[src/rtl/epc_pkg.sv]
`timescale 1ns/1ps
package epc_pkg;

  typedef enum logic [1:0] {
    SP_PROG  = 2'd0,
    SP_XDATA = 2'd1,
    SP_YDATA = 2'd2,
    SP_YALT  = 2'd3
  } space_e;

  typedef struct packed {
    space_e space;
    logic   write;
    logic   vector;
  } access_t;

  typedef enum logic [1:0] {
    ARB_OWN      = 2'd0,
    ARB_RELEASED = 2'd1,
    ARB_GRANTED  = 2'd2,
    ARB_RETURN   = 2'd3
  } arb_e;

  // Space decoding, kept here so every module reads it the same way.
  function automatic logic f_is_prog(input access_t a);
    return a.space == SP_PROG;
  endfunction

  function automatic logic f_is_ydata(input access_t a);
    return (a.space == SP_YDATA) || (a.space == SP_YALT);
  endfunction

  function automatic logic f_xy_low(input access_t a, input logic dev);
    return f_is_ydata(a) || (a.vector && dev);
  endfunction

  // Shared input acts as a wait only when the mode bit is set.
  function automatic logic f_wait_active(input logic mode, input logic in_n);
    return mode && !in_n;
  endfunction

  // A request counts only in request/grant mode at an instruction boundary.
  function automatic logic f_release_req(input logic mode, input logic in_n,
                                         input logic boundary);
    return !mode && !in_n && boundary;
  endfunction

  function automatic arb_e f_arb_next(input arb_e st, input logic mode,
                                      input logic in_n, input logic rel);
    arb_e nx;
    nx = st;
    case (st)
      ARB_OWN:      if (rel) nx = ARB_RELEASED;
      ARB_RELEASED: nx = (mode || in_n) ? ARB_RETURN : ARB_GRANTED;
      ARB_GRANTED:  if (mode || in_n) nx = ARB_RETURN;
      ARB_RETURN:   nx = ARB_OWN;
      default:      nx = ARB_OWN;
    endcase
    return nx;
  endfunction

endpackage

[src/rtl/epc_arbiter.sv]
`timescale 1ns/1ps
module epc_arbiter
  import epc_pkg::*;
(
  input  logic clk,
  input  logic rst_n,
  input  logic share_mode,
  input  logic share_in_n,
  input  logic insn_boundary,
  output logic port_owned,
  output logic release_now,
  output logic grant_on
);

  arb_e state_q;
  arb_e state_d;

  assign port_owned  = rst_n && (state_q == ARB_OWN);
  assign release_now = port_owned &&
                       f_release_req(share_mode, share_in_n, insn_boundary);
  assign grant_on    = rst_n && (state_q == ARB_GRANTED);
  assign state_d     = f_arb_next(state_q, share_mode, share_in_n, release_now);

  always_ff @(posedge clk or negedge rst_n) begin
    if (!rst_n) state_q <= ARB_OWN;
    else        state_q <= state_d;
  end

  AST_RELEASE_AT_BOUNDARY: assert property (@(posedge clk) disable iff (!rst_n)
    (state_q == ARB_RELEASED) |-> ($past(insn_boundary) && !$past(share_mode)))
    else $error("release without boundary");

  AST_GRANT_AFTER_RELEASE: assert property (@(posedge clk) disable iff (!rst_n)
    grant_on |-> ($past(state_q) != ARB_OWN))
    else $error("grant before release");

  AST_RETURN_BEFORE_OWN: assert property (@(posedge clk) disable iff (!rst_n)
    ((state_q == ARB_OWN) && ($past(state_q) != ARB_OWN)) |-> ($past(state_q) == ARB_RETURN))
    else $error("pins driven without return step");

endmodule

[src/rtl/epc_sequencer.sv]
`timescale 1ns/1ps
module epc_sequencer
  import epc_pkg::*;
(
  input  logic    clk,
  input  logic    rst_n,
  input  logic    start_ok,
  input  logic    hold,
  input  logic    req_valid,
  input  access_t req,
  output access_t cur,
  output logic    cur_valid,
  output logic    accept,
  output logic    retire
);

  assign accept = req_valid && start_ok;
  assign retire = cur_valid && !hold;

  always_ff @(posedge clk or negedge rst_n) begin
    if (!rst_n) begin
      cur_valid <= 1'b0;
      cur       <= '0;
    end else if (accept) begin
      cur_valid <= 1'b1;
      cur       <= req;
    end else if (retire) begin
      cur_valid <= 1'b0;
    end
  end

  AST_WAIT_HOLDS_ACCESS: assert property (@(posedge clk) disable iff (!rst_n)
    (cur_valid && hold) |=> (cur_valid && $stable(cur)))
    else $error("access left port during wait");

  AST_NO_START_BLOCKED: assert property (@(posedge clk) disable iff (!rst_n)
    (!start_ok && !cur_valid) |=> !cur_valid)
    else $error("access started while blocked");

  AST_ONE_AT_A_TIME: assert property (@(posedge clk) disable iff (!rst_n)
    accept |-> (!cur_valid || retire))
    else $error("accept overtook access in flight");

endmodule

[src/rtl/epc_pins.sv]
`timescale 1ns/1ps
module epc_pins
  import epc_pkg::*;
(
  input  access_t cur,
  input  logic    cur_valid,
  input  logic    port_owned,
  input  logic    grant_on,
  input  logic    share_mode,
  input  logic    dev_mode,
  output logic    prog_sel_n,
  output logic    data_sel_n,
  output logic    xy_sel_n,
  output logic    rd_en_n,
  output logic    wr_en_n,
  output logic    ctl_oe,
  output logic    addr_oe,
  output logic    data_oe,
  output logic    share_out_n,
  output logic    on_port
);

  assign on_port     = cur_valid && port_owned;
  assign ctl_oe      = port_owned;
  assign addr_oe     = port_owned;
  assign data_oe     = on_port && cur.write;
  assign prog_sel_n  = !(on_port && f_is_prog(cur));
  assign data_sel_n  = !(on_port && !f_is_prog(cur));
  assign xy_sel_n    = !(on_port && f_xy_low(cur, dev_mode));
  assign rd_en_n     = !(on_port && !cur.write);
  assign wr_en_n     = !(on_port && cur.write);
  assign share_out_n = share_mode ? !on_port : !grant_on;

endmodule

[src/rtl/ext_port_ctl.sv]
`timescale 1ns/1ps
module ext_port_ctl
  import epc_pkg::*;
(
  input  logic       clk,
  input  logic       rst_n,
  input  logic       share_mode,
  input  logic       dev_mode,
  input  logic       insn_boundary,
  input  logic       acc_valid,
  input  logic [1:0] acc_space,
  input  logic       acc_write,
  input  logic       acc_vector,
  output logic       acc_ready,
  input  logic       brq_wait_n,
  output logic       bgnt_strb_n,
  output logic       prog_sel_n,
  output logic       data_sel_n,
  output logic       xy_sel_n,
  output logic       rd_en_n,
  output logic       wr_en_n,
  output logic       ctl_oe,
  output logic       addr_oe,
  output logic       data_oe
);

  // Named internal events, kept visible for the assertions.
  logic    port_owned;
  logic    release_now;
  logic    grant_on;
  logic    wait_active;
  logic    cur_valid;
  logic    accept;
  logic    retire;
  logic    on_port;
  access_t req;
  access_t cur;

  assign req         = '{space: space_e'(acc_space), write: acc_write, vector: acc_vector};
  assign wait_active = f_wait_active(share_mode, brq_wait_n);
  assign acc_ready   = port_owned && !release_now && !wait_active;

  epc_arbiter u_arb (
    .clk           (clk),
    .rst_n         (rst_n),
    .share_mode    (share_mode),
    .share_in_n    (brq_wait_n),
    .insn_boundary (insn_boundary),
    .port_owned    (port_owned),
    .release_now   (release_now),
    .grant_on      (grant_on)
  );

  epc_sequencer u_seq (
    .clk       (clk),
    .rst_n     (rst_n),
    .start_ok  (acc_ready),
    .hold      (wait_active),
    .req_valid (acc_valid),
    .req       (req),
    .cur       (cur),
    .cur_valid (cur_valid),
    .accept    (accept),
    .retire    (retire)
  );

  epc_pins u_pins (
    .cur         (cur),
    .cur_valid   (cur_valid),
    .port_owned  (port_owned),
    .grant_on    (grant_on),
    .share_mode  (share_mode),
    .dev_mode    (dev_mode),
    .prog_sel_n  (prog_sel_n),
    .data_sel_n  (data_sel_n),
    .xy_sel_n    (xy_sel_n),
    .rd_en_n     (rd_en_n),
    .wr_en_n     (wr_en_n),
    .ctl_oe      (ctl_oe),
    .addr_oe     (addr_oe),
    .data_oe     (data_oe),
    .share_out_n (bgnt_strb_n),
    .on_port     (on_port)
  );

  AST_RDWR_EXCLUSIVE: assert property (@(posedge clk) disable iff (!rst_n)
    !(!rd_en_n && !wr_en_n))
    else $error("read and write together");

  AST_TRISTATE_ON_GRANT: assert property (@(posedge clk) disable iff (!rst_n)
    (!share_mode && !bgnt_strb_n) |-> (!ctl_oe && rd_en_n && wr_en_n && prog_sel_n && data_sel_n))
    else $error("pins driven during grant");

  AST_STROBE_TRACKS_ACCESS: assert property (@(posedge clk) disable iff (!rst_n)
    share_mode |-> (!bgnt_strb_n == (!rd_en_n || !wr_en_n)))
    else $error("bus strobe disagrees with access");

  AST_ACCEPT_SHOWS_NEXT: assert property (@(posedge clk) disable iff (!rst_n)
    accept |=> (on_port || !ctl_oe))
    else $error("accepted access missing from port");

  AST_SELECT_ONEHOT: assert property (@(posedge clk) disable iff (!rst_n)
    $onehot0({!prog_sel_n, !data_sel_n}))
    else $error("both selects low");

endmodule

[config.mk]
export PLATFORM = sky130hd
export DESIGN_NAME = ext_port_ctl
export DESIGN_NICKNAME = d
export VERILOG_FILES = /design/src/rtl/epc_pkg.sv /design/src/rtl/epc_arbiter.sv /design/src/rtl/epc_sequencer.sv /design/src/rtl/epc_pins.sv /design/src/rtl/ext_port_ctl.sv
export SDC_FILE = /design/constraint.sdc
export NUM_CORES = 1
export LEC_CHECK = 0
export ABC_AREA = 1
export BUFFER_PORTS_ARGS = -buffer_cell sky130_fd_sc_hd__clkbuf_2
export CAP_MARGIN = 10
export CORE_AREA = 8 8 45 47
export CTS_CLUSTER_SIZE = 12
export DETAILED_ROUTE_END_ITERATION = 6
export DIE_AREA = 0 0 53 55
export PLACE_DENSITY = 0.65
export SLEW_MARGIN = 20
export SYNTH_ARGS = -nofsm -noshare
export SYNTH_HDL_FRONTEND = slang
export SYNTH_HIERARCHICAL = 1
export SYNTH_SLANG_ARGS = --single-unit
[constraint.sdc]
create_clock -name clk -period 1.4 [get_ports clk]
set_input_delay 0.14 -clock clk [delete_from_list [all_inputs] [get_ports clk]]
set_output_delay 0.14 -clock clk [all_outputs]
set_load 0.005 [all_outputs]
==> flow_summary.ini <==
[place]
io_buffers = 20
placed_area_um2 = 668.1
gp_congestion = 0.8325
hpwl_um = 992.7

[run]
cap_violations = 0

[routing]
wl_met2_um = 755
first_pass_iters = 4
met3_length_um = 134
num_vias = 581
drt_wl_total_um = 1453
antenna_left = 0
wire_per_inst_um = 10.92
top_layer = met4
post-route-drc-count = 0
drt_iter0_drc = 21
avgViaCountPerCell = 4.368
wl_met1_um = 554

[sta]
finalCritPeriodShare_pct = 110.9
maxSlewViolCount = 0
worstMarginPinSlew_ps = 357.2
rsz0062_at_grt = true
finalCriticalPeriod_ps = 1552
max_freq_ghz = 0.6443
relSlewSlack_pct = 76.11
finalHoldViolations = 0
setup_violations = 15
fin_ws_ps = -152.0
holdWs_ps = 107.3
clock_skew_ps = 4.238

[pwr]
peakVddDrop_mv = 0.9453
p_leak_uw = 0.0004983
p_per_area_nw_per_um2 = 1710

[logic_synthesis]
postSynthCellCount = 81
syn-num-nets = 95
syn_avg_cell_area_um2 = 6.302
syn-cell-area_um2 = 510.5
yosys_warnings = 6

[critical_path]
rr_endpoint = u_seq/cur[0]
critPathLaunch = u_arb/state_q[0]
cp.arrival_ps = 1410
cp-endpoint = acc_ready
crit_type = flip-flop to output port
reg2reg_slack_ps = -40
end_kind = output port
required_ps = 1260
reg2reg_from = u_arb/state_q[0]
cp_max_fo = 3
crit_path_start_kind = flip-flop
reg2reg_depth = 12

[floorplan]
dieArea_um2 = 2915
fp.dieW_um = 53
io_pins = 21
chipHeight_um = 55
core_area_um2 = 1384
initial_core_util_pct = 36.89
rows = 14

[clock_tree]
cts_buffers = 3
clockRootBuffer = clkbuf_4
clkTransAtPathRegs_ps = 60
cts_tree = yes
clockBufferDepth = 2
cts_max_level = 1
cts.sinks = 7
clock_latency_ps = 250

[layout]
nets = 132
drive_above_1_share_pct = 49.57
diodes = 0
area_delta_synth_final_pct = 60.05
fillers = 133
seq_area_um2 = 175.2
fin_area_um2 = 817.0
multi_input_area_um2 = 316.6

[grt]
grt_pass1_vias = 525
antenna_found_initial = 0
overflow = 0
grt_max_degree = 8
grt_pass1_wl_um = 2152
grt.total_usage_pct = 9.940

[hold_path]
hp-class = primary input to flip-flop

[outcome]
violations = setup timing
status = finished with violations
[placed cells by master, fill, tap and decap left out]
cell type and count:
buf_2 1, buf_4 13, clkbuf_1 1, clkbuf_2 19
clkbuf_4 3, dfrtp_1 7, dlygate4sd3_1 1, ha_1 1
ha_4 2, inv_1 10, inv_2 9, nand2_1 30
nand2_2 4, nand2_4 3, nand3_1 7, nor2_1 2
nor2_2 1, nor2_4 3
[worst max-delay path, cell delays in order, from the launching register on]
cell and delay (ps):
dfrtp_1 390, inv_2 80, ha_4 140, nand2_4 60
nor2_4 80, nand2_2 70, inv_2 70, inv_2 30
nand2_2 70, nor2_4 40, buf_2 130
[power breakdown]
| group | internal [µW] | leakage, µW | switching (µW) | total [µW] |
|---|---|---|---|---|
| clock | 109 | 0.0000150 | 82.5 | 192 |
| sequential | 299 | 0.0000876 | 61.1 | 360 |
| combinational | 414 | 0.000396 | 430 | 845 |
[cell type report]
class / instances / share of cell area, %
repair buffers: 34 / 25.42
well taps: 16 / 2.450
flip-flops and latches: 7 / 21.44
clock buffers: 4 / 3.216
multi-input cells: 53 / 38.74
inverters: 19 / 8.729
[through the flow]
step | total power (µW) | std cells | worst slack (ps) | TNS [ps] | utilization (%)
2_1_floorplan | 743.2 | 81 | 1.375 | 0 | -
3_3_place_gp | 946.1 | 121 | 15.48 | 0 | 48.28
3_5_place_dp | 951.6 | 121 | -29.02 | -104.1 | 48.28
4_1_cts | 1257 | 130 | -146.9 | -964.4 | 54.70
5_1_grt | 1514 | 133 | -198.5 | -1734 | 59.04
6_report | 1397 | 133 | -152.0 | -846.7 | 59.04
[how the worst min path moves through the flow]
stage	from	end	slack [ps]	cells past startpoint
after floorplan	rst_n	u_arb/state_q[0]	-160	0
after global placement	rst_n	u_seq/cur[3]	80	2
after detailed placement	rst_n	u_seq/cur[1]	80	2
after CTS	acc_write	u_seq/cur[1]	110	3
after global routing	acc_space[1]	u_seq/cur[3]	120	3
final	acc_space[1]	u_seq/cur[3]	110	3
[per-layer routing]
metal / vias up / track usage (%)
met5: - / 0
met4: 0 / 3.879
met3: 4 / 3.209
met2: 17 / 18.36
met1: 255 / 10.17
li1: 305 / -
[flip-flops by register name (all words and copies together) (netlist names)]
register         cells
u_arb/state_q        2
u_seq/cur            4
u_seq/cur_valid      1
[what timing repair did]
action | 4_1_cts | 5_1_grt
gates resized for setup | 7 | 14
buffers inserted | 4 | 4
hold buffers | 1 | 0
hold endpoints to repair | 7 | 0
gates cloned | 0 | 0
endpoints found under the setup margin | 14 | 17
pin swaps | 4 | 4
Power figures use the tool's default switching activity.
